**src/rtl/sframe_rx_pkg.sv**
```systemverilog
package sframe_rx_pkg;

    // Boundary marker: two bits, sent first in every frame.
    localparam int          BND_W       = 2;
    localparam logic [1:0]  BND_PATTERN = 2'b10;

    // Alignment engine states.
    typedef enum logic [1:0] {
        FR_HUNT    = 2'd0,
        FR_CONFIRM = 2'd1,
        FR_LOCKED  = 2'd2,
        FR_COAST   = 2'd3
    } frm_state_e;

    // Word clock strobe states.
    typedef enum logic {
        WC_IDLE   = 1'b0,
        WC_STROBE = 1'b1
    } wclk_state_e;

endpackage

```
**src/rtl/sframe_rx_align.sv**
```systemverilog
module sframe_rx_align
    import sframe_rx_pkg::*;
#(
    parameter int DATA_W     = 24,
    parameter int LOCK_HITS  = 3,
    parameter int MISS_LIMIT = 2
) (
    input  logic clk,
    input  logic rst_n,
    input  logic rx_en,
    input  logic sdata,
    output logic word_done,
    output logic locked
);

    localparam int FRAME_LEN = DATA_W + BND_W;
    localparam int POS_W     = $clog2(FRAME_LEN);
    localparam int HIT_W     = $clog2(LOCK_HITS + 1);
    localparam int MISS_W    = $clog2(MISS_LIMIT + 1);

    localparam logic [POS_W-1:0]  POS_LAST  = POS_W'(FRAME_LEN - 1);
    localparam logic [POS_W-1:0]  POS_CHECK = POS_W'(BND_W - 1);
    localparam logic [POS_W-1:0]  POS_DATA0 = POS_W'(BND_W);
    localparam logic [HIT_W-1:0]  HIT_LAST  = HIT_W'(LOCK_HITS - 1);
    localparam logic [MISS_W-1:0] MISS_LAST = MISS_W'(MISS_LIMIT - 1);

    frm_state_e         state_q, state_d;
    logic [POS_W-1:0]   pos_q, pos_d, pos_inc;
    logic [HIT_W-1:0]   hits_q, hits_d;
    logic [MISS_W-1:0]  miss_q, miss_d;
    logic               prev_q;
    logic               bnd_hit;
    logic               at_check;
    logic               aligned;

    assign bnd_hit  = ({prev_q, sdata} == BND_PATTERN);
    assign at_check = (pos_q == POS_CHECK);
    assign pos_inc  = (pos_q == POS_LAST) ? '0 : pos_q + POS_W'(1);

    // Next-state logic.
    always_comb begin
        state_d = state_q;
        pos_d   = pos_q;
        hits_d  = hits_q;
        miss_d  = miss_q;
        unique case (state_q)
            FR_HUNT: begin
                pos_d = '0;
                if (bnd_hit) begin
                    pos_d   = POS_DATA0;
                    hits_d  = HIT_W'(1);
                    miss_d  = '0;
                    state_d = (LOCK_HITS <= 1) ? FR_LOCKED : FR_CONFIRM;
                end
            end
            FR_CONFIRM: begin
                pos_d = pos_inc;
                if (at_check) begin
                    if (bnd_hit) begin
                        if (hits_q == HIT_LAST) begin
                            state_d = FR_LOCKED;
                        end else begin
                            hits_d = hits_q + HIT_W'(1);
                        end
                    end else begin
                        state_d = FR_HUNT;
                        pos_d   = '0;
                    end
                end
            end
            FR_LOCKED: begin
                pos_d = pos_inc;
                if (at_check && !bnd_hit) begin
                    if (MISS_LIMIT <= 1) begin
                        state_d = FR_HUNT;
                        pos_d   = '0;
                    end else begin
                        state_d = FR_COAST;
                        miss_d  = MISS_W'(1);
                    end
                end
            end
            FR_COAST: begin
                pos_d = pos_inc;
                if (at_check) begin
                    if (bnd_hit) begin
                        state_d = FR_LOCKED;
                        miss_d  = '0;
                    end else if (miss_q == MISS_LAST) begin
                        state_d = FR_HUNT;
                        pos_d   = '0;
                    end else begin
                        miss_d = miss_q + MISS_W'(1);
                    end
                end
            end
            default: begin
                state_d = FR_HUNT;
                pos_d   = '0;
            end
        endcase
        if (!rx_en) begin
            state_d = FR_HUNT;
            pos_d   = '0;
            hits_d  = '0;
            miss_d  = '0;
        end
    end

    // State register.
    always_ff @(posedge clk or negedge rst_n) begin
        if (!rst_n) begin
            state_q <= FR_HUNT;
            pos_q   <= '0;
            hits_q  <= '0;
            miss_q  <= '0;
            prev_q  <= 1'b0;
        end else begin
            state_q <= state_d;
            pos_q   <= pos_d;
            hits_q  <= hits_d;
            miss_q  <= miss_d;
            prev_q  <= rx_en ? sdata : 1'b0;
        end
    end

    // Outputs.
    always_comb begin
        aligned   = (state_q == FR_LOCKED) || (state_q == FR_COAST);
        locked    = rx_en && aligned;
        word_done = rx_en && aligned && (pos_q == POS_LAST);
    end

    p_pos_range_r2: assert property (@(posedge clk) disable iff (!rst_n)
        pos_q <= POS_LAST);

    p_no_lock_from_hunt_r2: assert property (@(posedge clk) disable iff (!rst_n)
        (state_q == FR_HUNT && LOCK_HITS > 1) |=> (state_q != FR_LOCKED));

    p_single_miss_coasts_r7: assert property (@(posedge clk) disable iff (!rst_n)
        (rx_en && state_q == FR_LOCKED && at_check && !bnd_hit && MISS_LIMIT > 1)
        |=> (state_q == FR_COAST));

    p_double_miss_hunts_r7: assert property (@(posedge clk) disable iff (!rst_n)
        (state_q == FR_COAST && at_check && !bnd_hit && miss_q == MISS_LAST)
        |=> (state_q == FR_HUNT));

    p_bad_marker_leaves_lock_r10: assert property (@(posedge clk) disable iff (!rst_n)
        (state_q == FR_LOCKED && at_check && sdata == prev_q)
        |=> (state_q != FR_LOCKED));

    p_disable_hunts_r8: assert property (@(posedge clk) disable iff (!rst_n)
        !rx_en |=> (state_q == FR_HUNT));

endmodule

```
**src/rtl/sframe_rx_shift.sv**
```systemverilog
module sframe_rx_shift #(
    parameter int DATA_W       = 24,
    parameter int DEDICATED_IO = 1
) (
    input  logic              clk,
    input  logic              rst_n,
    input  logic              rx_en,
    input  logic              sdata,
    output logic [DATA_W-1:0] word
);

    localparam int SR_W = DATA_W - 1;

    logic [SR_W-1:0]   sr_q;
    logic [DATA_W-1:0] assembled;

    // LSB-first: new bits enter at the top and walk down.
    always_ff @(posedge clk or negedge rst_n) begin
        if (!rst_n) begin
            sr_q <= '0;
        end else if (rx_en) begin
            sr_q <= {sdata, sr_q[SR_W-1:1]};
        end
    end

    // Complete word while the final payload bit is on the line.
    assign assembled = {sdata, sr_q};

    generate
        if (DEDICATED_IO != 0) begin : g_dedicated
            logic unused_rsv;
            assign word = {assembled[DATA_W-3:DATA_W-4], 2'b00,
                           assembled[DATA_W-5:0]};
            assign unused_rsv = ^assembled[DATA_W-1:DATA_W-2];
        end else begin : g_full
            assign word = assembled;
        end
    endgenerate

endmodule

```
**src/rtl/sframe_rx_present.sv**
```systemverilog
module sframe_rx_present
    import sframe_rx_pkg::*;
#(
    parameter int DATA_W    = 24,
    parameter int PULSE_LEN = 13
) (
    input  logic              clk,
    input  logic              rst_n,
    input  logic              rx_en,
    input  logic              word_done,
    input  logic [DATA_W-1:0] word_in,
    output logic [DATA_W-1:0] pdata,
    output logic              wclk
);

    localparam int              CNT_W      = $clog2(PULSE_LEN + 1);
    localparam logic [CNT_W-1:0] PULSE_LAST = CNT_W'(PULSE_LEN - 1);

    wclk_state_e       state_q, state_d;
    logic [CNT_W-1:0]  cnt_q, cnt_d;

    always_comb begin
        state_d = state_q;
        cnt_d   = cnt_q;
        if (!rx_en) begin
            state_d = WC_IDLE;
            cnt_d   = '0;
        end else if (word_done) begin
            state_d = WC_STROBE;
            cnt_d   = PULSE_LAST;
        end else begin
            unique case (state_q)
                WC_IDLE: begin
                    cnt_d = '0;
                end
                WC_STROBE: begin
                    if (cnt_q == '0) begin
                        state_d = WC_IDLE;
                    end else begin
                        cnt_d = cnt_q - CNT_W'(1);
                    end
                end
                default: state_d = WC_IDLE;
            endcase
        end
    end

    // State register.
    always_ff @(posedge clk or negedge rst_n) begin
        if (!rst_n) begin
            state_q <= WC_IDLE;
            cnt_q   <= '0;
        end else begin
            state_q <= state_d;
            cnt_q   <= cnt_d;
        end
    end

    // Outputs: the word register holds across turnaround.
    always_ff @(posedge clk or negedge rst_n) begin
        if (!rst_n) begin
            pdata <= '0;
        end else if (word_done) begin
            pdata <= word_in;
        end
    end

    assign wclk = !(rx_en && state_q == WC_STROBE);

    p_hold_between_words_r6: assert property (@(posedge clk) disable iff (!rst_n)
        !word_done |=> $stable(pdata));

    p_strobe_starts_r5: assert property (@(posedge clk) disable iff (!rst_n)
        word_done |=> (state_q == WC_STROBE));

    p_strobe_persists_r5: assert property (@(posedge clk) disable iff (!rst_n)
        (rx_en && state_q == WC_STROBE && cnt_q != '0) |=> (state_q == WC_STROBE));

    p_strobe_ends_r5: assert property (@(posedge clk) disable iff (!rst_n)
        (state_q == WC_STROBE && cnt_q == '0 && !word_done) |=> (state_q == WC_IDLE));

endmodule

```
**src/rtl/sframe_rx.sv**
```systemverilog
module sframe_rx
    import sframe_rx_pkg::*;
#(
    parameter int DATA_W       = 24,
    parameter int LOCK_HITS    = 3,
    parameter int MISS_LIMIT   = 2,
    parameter int DEDICATED_IO = 1
) (
    input  logic              clk,
    input  logic              rst_n,
    input  logic              rx_en,
    input  logic              sdata,
    output logic [DATA_W-1:0] pdata,
    output logic              wclk,
    output logic              locked
);

    localparam int FRAME_LEN = DATA_W + BND_W;
    localparam int PULSE_LEN = FRAME_LEN / 2;

    logic              word_done;
    logic [DATA_W-1:0] word;

    sframe_rx_align #(
        .DATA_W    (DATA_W),
        .LOCK_HITS (LOCK_HITS),
        .MISS_LIMIT(MISS_LIMIT)
    ) u_align (
        .clk      (clk),
        .rst_n    (rst_n),
        .rx_en    (rx_en),
        .sdata    (sdata),
        .word_done(word_done),
        .locked   (locked)
    );

    sframe_rx_shift #(
        .DATA_W      (DATA_W),
        .DEDICATED_IO(DEDICATED_IO)
    ) u_shift (
        .clk  (clk),
        .rst_n(rst_n),
        .rx_en(rx_en),
        .sdata(sdata),
        .word (word)
    );

    sframe_rx_present #(
        .DATA_W   (DATA_W),
        .PULSE_LEN(PULSE_LEN)
    ) u_present (
        .clk      (clk),
        .rst_n    (rst_n),
        .rx_en    (rx_en),
        .word_done(word_done),
        .word_in  (word),
        .pdata    (pdata),
        .wclk     (wclk)
    );

    p_disable_unlocks_r8: assert property (@(posedge clk) disable iff (!rst_n)
        !rx_en |=> !locked);

    p_word_only_when_locked_r6: assert property (@(posedge clk) disable iff (!rst_n)
        word_done |-> locked);

endmodule

```
**config.mk**
```make
export PLATFORM = sky130hd
export DESIGN_NAME = sframe_rx
export DESIGN_NICKNAME = d
export VERILOG_FILES = /design/src/rtl/sframe_rx_pkg.sv /design/src/rtl/sframe_rx_align.sv /design/src/rtl/sframe_rx_shift.sv /design/src/rtl/sframe_rx_present.sv /design/src/rtl/sframe_rx.sv
export SDC_FILE = /design/constraint.sdc
export NUM_CORES = 1
export LEC_CHECK = 0
export BUFFER_PORTS_ARGS = -buffer_cell sky130_fd_sc_hd__buf_4
export CAP_MARGIN = 30
export CORE_MARGIN = 10
export CORE_UTILIZATION = 52
export CTS_CLUSTER_SIZE = 40
export DETAILED_ROUTE_END_ITERATION = 16
export GPL_TIMING_DRIVEN = 0
export PLACE_DENSITY_LB_ADDON = 0.08
export SETUP_SLACK_MARGIN = 0.05
export SYNTH_ARGS = -nofsm -noshare
export SYNTH_HDL_FRONTEND = slang
export SYNTH_SLANG_ARGS = --single-unit
```
**constraint.sdc**
```tcl
create_clock -name clk -period 1.56 [get_ports clk]
set_input_delay 0.234 -clock clk [delete_from_list [all_inputs] [get_ports clk]]
set_output_delay 0.234 -clock clk [all_outputs]
set_load 0.01 [all_outputs]
```
# Word-level counts from Yosys, hierarchy flattened
# Cells that the tools add are included.
[word_totals]
register_bits = 62
in_bits = 4
elab_cells = 86
[classes]
addsub = 4
eq_ne = 20
mux = 40
bitwise = 1
n_reduce_logical = 12
[ops]
columns = ["op", "n"]
rows = [
  ["2-to-1 mux 2 bit", 20],
  ["2-to-1 mux 5 bit", 7],
  ["one-hot mux 5 bit (4 select lines)", 1],
  ["inequality test 3 x 2 -> 1 bit (second input constant)", 5],
  ["2-to-1 mux 4 bit", 3],
  ["AND reduction 5 bit", 2],
  ["equality test 2 bit (second input constant)", 4],
  ["inequality test 4 bit (second input constant)", 2],
  ["one-hot mux 2 bit (4 select lines)", 1],
  ["one-hot mux 4 bit (2 select lines)", 1],
  ["one-hot mux 2 bit (3 select lines)", 1],
  ["AND reduction 6 bit", 1],
  ["adder 5 x 1 -> 5 bit (second input constant)", 1],
  ["equality test 5 x 1 -> 1 bit (second input constant)", 1],
  ["equality test 5 bit (second input constant)", 1],
  ["2-to-1 mux 1 bit", 5],
  ["adder 2 x 1 -> 2 bit (second input constant)", 2],
  ["equality test 2 x 1 -> 1 bit (second input constant)", 2],
  ["logical AND 1 bit", 4],
  ["zero test 4 bit", 1],
  ["inequality test 4 x 1 -> 1 bit (second input constant)", 1],
  ["inequality test 4 x 2 -> 1 bit (second input constant)", 1],
  ["inequality test 4 x 3 -> 1 bit (second input constant)", 1],
  ["one-hot mux 2 bit (2 select lines)", 1],
  ["other kinds (7)", 8],
]

# Logic depth before layout (Yosys ltp)
# Gate-level depths: netlist of run 1.
[logic_depth]
word_depth = 7
mapped_depth = 7

# Modules after synthesis
# From an unflattened synthesis of run 1, not the netlist that was laid out.
[hier_totals]
hier_cells = 242
hier_area_um2 = 3049.2
[by_module_without_submodules]
columns = ["module", "n_inst", "cells_each", "area_per_inst_um2", "seq_area_each_um2"]
rows = [
  ["sframe_rx_present", 1, 77, 1154.9, 725.7],
  ["sframe_rx_shift", 1, 73, 1041.0, 575.6],
  ["sframe_rx_align", 1, 92, 853.3, 300.3],
]

# Worst setup path before layout of run 1
# Ideal clock, no wire load.
[synth_timing]
kind = "register -> register"
from = "reg u_align.pos_q[1]"
to = "reg u_present.pdata[16]"
setup_time_ps = 128
arrival_time_ps = 1586
path_slack_ps = -153
path_stages_with_launch = 7
path_buffers = 1
cell_sequence = "dfrtp_1 -> inv_1 -> ha_1 -> nand4b_1 -> nor2_2 -> buf_2 -> mux2_1"
[synth_between]
elab_chain_cells = 2
[synth_lines]
columns = ["element", "line", "rtl"]
rows = [
  ["start, declared", "sframe_rx_align.sv:28", "logic [POS_W-1:0] pos_q, pos_d, pos_inc;"],
  ["start signal, assigned", "sframe_rx_align.sv:120", "pos_q <= pos_d;"],
  ["equality test 5 bit", "sframe_rx_align.sv:131", "word_done = rx_en && aligned && (pos_q == POS_LAST);"],
  ["logical AND 1 bit", "sframe_rx_align.sv:131", ""],
  ["end signal, assigned", "sframe_rx_present.sv:64", "pdata <= word_in;"],
  ["end, declared", "sframe_rx_present.sv:12", "output logic [DATA_W-1:0] pdata,"],
]
# No other way between the ends.
# A chain may end at the register's enable or synchronous reset.

# Worst setup path after layout of run 1
[layout_timing]
from = "reg u_align.pos_q[1]"
to = "reg u_align.state_q[0]"
[layout_between]
elab_chain_cells = 4
word_cells_on_any_way = 6
cone_classes = "eq/ne (4); reduce/logical (2)"
[layout_lines]
columns = ["element", "line", "rtl"]
rows = [
  ["equality test 5 x 1 -> 1 bit (*)", "sframe_rx_align.sv:37", "assign at_check = (pos_q == POS_CHECK);"],
  ["logical AND 1 bit", "sframe_rx_align.sv:73", "if (at_check && !bnd_hit) begin"],
  ["inequality test 3 x 2 -> 1 bit (no line)", "--", ""],
  ["AND reduction 6 bit (no line) (*)", "--", ""],
  ["end signal, assigned", "sframe_rx_align.sv:119", "state_q <= state_d;"],
  ["end, declared", "sframe_rx_align.sv:27", "frm_state_e state_q, state_d;"],
]
# Mark *: on every way between the ends. The rest lies on a longest branch, timed or not.

==> flow_metrics.env, run 1 <==
export IMPL_ys_seq_elements=62
export IMPL_whs_endpoint="u_align.prev_q$_DFF_PN0_"
export IMPL_routed_via_density=5.36
export IMPL_via_count=1752
export IMPL_p_leak_nw=1.61
export IMPL_portBuffers=26
export IMPL_area_delta_synth_final_pct=27.7
export IMPL_drv_slew=0
export IMPL_r2r_slack_ns=-0.18
export IMPL_holdCritPathClass="in -> reg"
export IMPL_synthTopCellsByArea="dfrtp_1 (58%), mux2_2 (9.6%), mux2_1 (9.2%), ha_1 (2.8%), inv_1 (1.4%)"
export IMPL_power_mw=3.65
export IMPL_drt_total_wl_um=5470
export IMPL_ant_nets=0
export IMPL_first_pass_iters=4
export IMPL_fin_nets=262
export IMPL_drive_gt1_share_pct=46.7
export IMPL_synthTopCellsByCount="dfrtp_1 (62), mux2_2 (23), mux2_1 (22), inv_1 (10), nor2_1 (9)"
export IMPL_core_um2=5070
export IMPL_multi_input_area_um2=1190
export IMPL_worst_pin_slew_ns=0.767
export IMPL_drt_initial_drc_count=89
export IMPL_grt_start_max_net_pins=63
export IMPL_clock_sinks=62
export IMPL_cts_tree="built"
export IMPL_diodes=0
export IMPL_clock_skew_final_ns=0.00538
export IMPL_synth_cells=202
export IMPL_place_congestion=0.771
export IMPL_fmax_mhz=575
export IMPL_synth_top_area_share_pct=57.7
export IMPL_slew_headroom_pct=48.9
export IMPL_seq_area_um2=1550
export IMPL_die_h_um=91.9
export IMPL_yosysUniqueCellTypes=43
export IMPL_start_kind="flip-flop"
export IMPL_yosysMostFrequentCell="dfrtp_1"
export IMPL_rows=26
export IMPL_cts_buffers=9
export IMPL_post_route_period_util_pct=112
export IMPL_utilization_pct=67.6
export IMPL_synth_flop_cell="dfrtp_1"
export IMPL_p_clk_share_pct=33.3
export IMPL_syn_cell_area_um2=2690
export IMPL_die_w_um=91.9
export IMPL_hold_viol=0
export IMPL_crit_type="reg -> reg"
export IMPL_p_seq_share_pct=55.9
export IMPL_period_minus_slack_ns=1.74
export IMPL_ir_drop_mv=0.892
export IMPL_cts_root_buf="clkbuf_8"
export IMPL_io_pins=30
export IMPL_worstReg2RegStart="u_align.pos_q[1]$_DFF_PN0_"
export IMPL_cp_required_ns=1.78
export IMPL_p_switching_mw=0.944
export IMPL_failed_checks="negative setup slack"
export IMPL_drc=0
export IMPL_crit_fanout=7
export IMPL_clock_path_buffers=2
export IMPL_ys_warn_count=0
export IMPL_timing_rr_end="u_align.state_q[0]$_DFFE_PN0P_"
export IMPL_syn_area_per_cell_um2=13.3
export IMPL_clock_latency_ns=0.33
export IMPL_r2r_cells=7
export IMPL_cpMaxStageDelayCell="or4b_4"
export IMPL_grtUsageMet2_pct=22.8
export IMPL_cpPeakStageDelay_ns=0.46
export IMPL_antenna_found_initial=0
export IMPL_min_delay_start="sdata"
export IMPL_setup_ws_ns=-0.180
export IMPL_p_per_area_nw_per_um2=1060
export IMPL_crit_family="simple AND/OR/NAND/NOR gates"
export IMPL_drt_wirelength_per_cell_um=16.7
export IMPL_grt_pass1_wl_um=9440
export IMPL_cp_end_kind="flip-flop"
export IMPL_overflow=0
export IMPL_crit_arrival_ns=1.96
export IMPL_synth_top_area_cell="dfrtp_1"
export IMPL_power_frac_comb_pct=10.9
export IMPL_max_cap_violations=0
export IMPL_status="finished with violations"
export IMPL_whs_ns=0.171
export IMPL_synthArstFlopShare_pct=100
export IMPL_crit_path_start="u_align.pos_q[1]$_DFF_PN0_"
export IMPL_rsz0062_at_grt="true"
export IMPL_path_cells="inv_2 -> ha_4 -> or4b_4 -> buf_8 -> a31oi_4 -> o22ai_2 -> o21a_1"
export IMPL_path_depth=7
export IMPL_intPower_mw=2.71
export IMPL_grt_pass1_vias=1898
export IMPL_n_fill_cell=396
export IMPL_clk_pin_slew_ns=0.07
export IMPL_gr_usage_met1_pct=16.4
export IMPL_setup_viol=30
export IMPL_cp_buffers_inverters=2
export IMPL_whs_path_depth=2
export IMPL_fp_dieArea_um2=8440
export IMPL_yosysSeqAreaShare_pct=57.7
export IMPL_gr_usage_met3_pct=3.75
export IMPL_swShare_pct=25.8
export IMPL_initial_utilization_pct=53.0
export IMPL_busiest_layer="met2"
export IMPL_h_tree_depth=3
export IMPL_grt_use_total_pct=14.0
export IMPL_dpl_hpwl_um=3700
export IMPL_synth_edf_count=0
[stage by stage]
step                instances  setup WS [ns]  area, µm²  setup TNS (ns)
finish                    327         -0.180       3430           -1.77
global route              327         -0.280       3430           -4.41
CTS                       325         -0.192       3380           -3.06
detailed placement        299         -0.311       3060           -7.13
global placement          299         -0.250       3060           -5.34
floorplan                 203         -0.109       2780           -1.57
[power groups by stage]
stage | sequential (mW) | clock, mW | combinational, mW
2_1_floorplan | 1.99 | 0 | 0.290
3_3_place_gp | 2.04 | 0 | 0.349
3_5_place_dp | 2.06 | 0 | 0.374
4_1_cts | 2.04 | 1.26 | 0.395
5_1_grt | 2.08 | 1.34 | 0.439
6_report | 2.04 | 1.21 | 0.397
[worst register-to-register path: stages (launching register included)]
cell and delay (ns):
dfrtp_1 0.39, inv_2 0.07, ha_4 0.13, or4b_4 0.46, buf_8 0.15, a31oi_4 0.15
o22ai_2 0.10, o21a_1 0.19
[cell families after synthesis]
logic type,Yosys count,share of synthesized area [%]
AND/OR/NAND/NOR,30,6.33
flip-flops,62,57.7
AO/OA/AOI/OAI,32,9.03
XOR/XNOR,5,1.63
adder cells (fa/ha/maj),6,2.79
buffers and inverters,21,3.49
multiplexers,45,18.9
other,1,0.140
[metal layers]
| layer | vias to the layer above | share of wire (%) |
|---|---|---|
| li1 | 823 | - |
| met1 | 876 | 43 |
| met2 | 40 | 50 |
| met3 | 13 | 4.8 |
| met4 | 0 | 2.3 |
| met5 | - | 0 |
[registers in the layout, indices dropped and copies added (netlist names)]
signal / cells
u_shift.sr_q: 23
u_align.hits_q: 2
u_align.prev_q: 1
u_present.cnt_q: 4
u_align.state_q: 2
u_present.pdata: 22
u_align.miss_q: 2
u_align.pos_q: 5
u_present.state_q: 1
[final cells by class]
| cell class | instances | area share, % |
|---|---|---|
| inverter | 10 | 1.09 |
| clock inverter | 5 | 0.985 |
| tap | 70 | 2.55 |
| multi-input combinational | 120 | 34.8 |
| buffer | 11 | 2.48 |
| clock buffer | 11 | 4.12 |
| timing repair buffer | 38 | 8.72 |
| sequential | 62 | 45.2 |
[timing repair]
| item | in CTS | in global routing |
|---|---|---|
| pin swaps | 5 | 7 |
| setup endpoints to repair | 37 | 39 |
| gates resized for setup | 16 | 8 |
| buffers inserted | 9 | 2 |
| hold buffers | 1 | 0 |
| hold endpoints to repair | 62 | 0 |
[layout by cell type, fill, tap and decap left out, types with 3 or more instances in the layout]
master / n
a21oi_1: 6
a31oi_1: 3
buf_4: 36
buf_6: 4
clkbuf_1: 5
clkbuf_8: 10
dfrtp_1: 62
ha_1: 5
inv_1: 9
mux2_2: 23
mux2_4: 22
nand2_1: 3
nand3_1: 4
nor2_1: 8
xor2_1: 3
[how the worst max path moves through the flow]
stage	endpoint
2_1_floorplan	u_align.hits_q[1]$_DFFE_PN0P_
6_report	u_align.state_q[0]$_DFFE_PN0P_
3_3_place_gp	u_present.pdata[16]$_DFFE_PN0P_
5_1_grt	u_align.state_q[0]$_DFFE_PN0P_
3_5_place_dp	u_present.pdata[16]$_DFFE_PN0P_
4_1_cts	u_align.state_q[0]$_DFFE_PN0P_
(Power assumes the default switching activity.)
==> inputs of run 2 (changes only) <==
CORE_ASPECT_RATIO = 1.4   (was unset)
SLEW_MARGIN = 40   (was unset)
==> run 2 against run 1 <==
  * Wire length is 6.1% higher
  * The run still ends with negative setup slack left
  * Die area is 0.49% higher
  * Critical endpoint is now u_align.hits_q[0]$_DFFE_PN0P_
  * Largest cell class unchanged
  * Maximum frequency fell by 1.2%
  * Hold slack better by 0.012 ns
  * Register-to-register slack got worse by 0.02 ns
  * Non-clock buffer count rose by 4
  * Via count rose by 2.0%
==> flow_metrics.env, run 2 (same netlist as run 1, synthesis figures left out) <==
export IMPL_dpl_hpwl_um=3770
export IMPL_grt_start_max_net_pins=63
export IMPL_grt_pass1_wl_um=9940
export IMPL_layout_common_cells="dfrtp_1 (61), buf_4 (35), mux2_2 (23)"
export IMPL_crit_arrival_ns=2.00
export IMPL_ant_nets=0
export IMPL_first_pass_iters=4
export IMPL_drv_slew=0
export IMPL_drt_initial_drc_count=180
export IMPL_initial_utilization_pct=54.7
export IMPL_fin_nets=266
export IMPL_p_leak_nw=1.66
export IMPL_cpPeakStageDelay_ns=0.46
export IMPL_fin_area_um2=3550
export IMPL_clock_skew_final_ns=0.0113
export IMPL_hold_viol=0
export IMPL_fp_dieArea_um2=8490
export IMPL_place_congestion=0.859
export IMPL_cpMaxStageDelayCell="or4b_4"
export IMPL_max_cap_violations=0
export IMPL_whs_ns=0.183
export IMPL_cts_buffers=9
export IMPL_post_route_period_util_pct=113
export IMPL_routed_via_density=5.50
export IMPL_rows=30
export IMPL_min_delay_start="sdata"
export IMPL_crit_type="reg -> reg"
export IMPL_final_cells=325
export IMPL_final_common_cell="dfrtp_1"
export IMPL_path_cells="inv_2 -> ha_4 -> or4b_4 -> buf_6 -> o21ai_2 -> o31ai_1 -> a221oi_2"
export IMPL_failed_checks="negative setup slack"
export IMPL_setup_ws_ns=-0.201
export IMPL_cp_required_ns=1.80
export IMPL_grt_use_total_pct=14.8
export IMPL_rsz0062_at_grt="true"
export IMPL_via_count=1787
export IMPL_drt_wirelength_per_cell_um=17.9
export IMPL_crit_fanout=7
export IMPL_drt_total_wl_um=5800
export IMPL_diodes=0
export IMPL_holdCritPathClass="in -> reg"
export IMPL_clock_sinks=62
export IMPL_die_w_um=80.8
export IMPL_die_h_um=105
export IMPL_cts_tree="built"
export IMPL_clock_path_buffers=2
export IMPL_fmax_mhz=568
export IMPL_worst_pin_slew_ns=0.629
export IMPL_drc=0
export IMPL_worstReg2RegStart="u_align.pos_q[1]$_DFF_PN0_"
export IMPL_io_pins=30
export IMPL_start_kind="flip-flop"
export IMPL_largest_register="u_shift.sr_q"
export IMPL_dpl_cell_count=293
export IMPL_portBuffers=26
export IMPL_setup_viol=37
export IMPL_ir_drop_mv=0.769
export IMPL_n_fill_cell=337
export IMPL_status="finished with violations"
export IMPL_p_per_area_nw_per_um2=1080
export IMPL_drive_gt1_share_pct=49.4
export IMPL_biggestRegsByFlops="u_shift.sr_q (23), u_present.pdata (22), u_align.pos_q (5)"
export IMPL_largest_reg_flops=23
export IMPL_slew_headroom_pct=58.1
export IMPL_period_minus_slack_ns=1.76
export IMPL_crit_path_start="u_align.pos_q[1]$_DFF_PN0_"
export IMPL_cp_end_kind="flip-flop"
export IMPL_grt_pass1_vias=1972
export IMPL_clock_latency_ns=0.33
export IMPL_h_tree_depth=3
export IMPL_post_dp_cell_area_um2=3050
export IMPL_clk_pin_slew_ns=0.07
export IMPL_cts_root_buf="clkbuf_8"
export IMPL_area_delta_synth_final_pct=32.3
export IMPL_core_um2=4920
export IMPL_antenna_found_initial=0
export IMPL_overflow=0
[run 2: power by group]
group	switching (mW)	internal, mW
Sequential	0.188	1.85
Clock	0.592	0.817
Combinational	0.154	0.239
Total	0.934	2.91
[run 2: layout make-up]
| type | instances | area [µm²] | area share [%] |
|---|---|---|---|
| Inverter | 10 | 37.5 | 1.06 |
| Clock inverter | 4 | 45.0 | 1.27 |
| Clock buffer | 12 | 155 | 4.36 |
| Timing Repair Buffer | 42 | 377 | 10.6 |
| Multi-Input combinational cell | 120 | 1220 | 34.2 |
| Tap cell | 64 | 80.1 | 2.25 |
| Sequential cell | 62 | 1550 | 43.7 |
| Buffer | 11 | 90.1 | 2.53 |
[run 2: metrics by stage]
stage               util (%)  setup TNS (ns)  total power, mW  setup WS, ns
finish                  72.3           -4.18             3.84        -0.201
global route            72.3           -6.18             4.03        -0.272
CTS                     71.2           -2.47             3.86        -0.207
detailed placement      62.1           -7.95             2.43        -0.331
global placement        62.1           -5.85             2.38        -0.265
floorplan                  -           -1.57             2.28        -0.109
[run 2: per-layer routing]
layer	track usage [%]	part of all wire, %	vias to the layer above
li1	-	-	829
met1	15.8	39	914
met4	6.82	1.3	0
met2	25.1	55	36
met5	0	0	-
met3	5.23	5.0	8
[run 2: final timing paths]
check                                            endpoint  slack [ns]  depth (start not counted)
max                         u_align.hits_q[0]$_DFFE_PN0P_       -0.20                          7
min                              u_align.prev_q$_DFF_PN0_        0.18                          2
max reg2reg                 u_align.hits_q[0]$_DFFE_PN0P_       -0.20                          7
min reg2reg                u_present.pdata[0]$_DFFE_PN0P_        0.50                          1
max in group asynchronous     u_shift.sr_q[0]$_DFFE_PN0P_        0.74                          3
min in group asynchronous      u_align.pos_q[1]$_DFF_PN0_        0.30                          2
[run 2: timing repair]
action | in CTS | in global routing
resized for setup | 27 | 10
cloned | 1 | 0
setup buffers | 13 | 1
hold buffers | 1 | 0
endpoints found under the hold margin | 62 | 0
pin swaps | 7 | 7
endpoints found under the setup margin | 38 | 39
[run 2: critical path, delay by kind of cell, from the launching register on]
kind	cells	cell delay [ns]
buf+inv	2	0.23
flops	1	0.40
simple gates	1	0.46
fa+ha+maj	1	0.14
compound gates	3	0.44
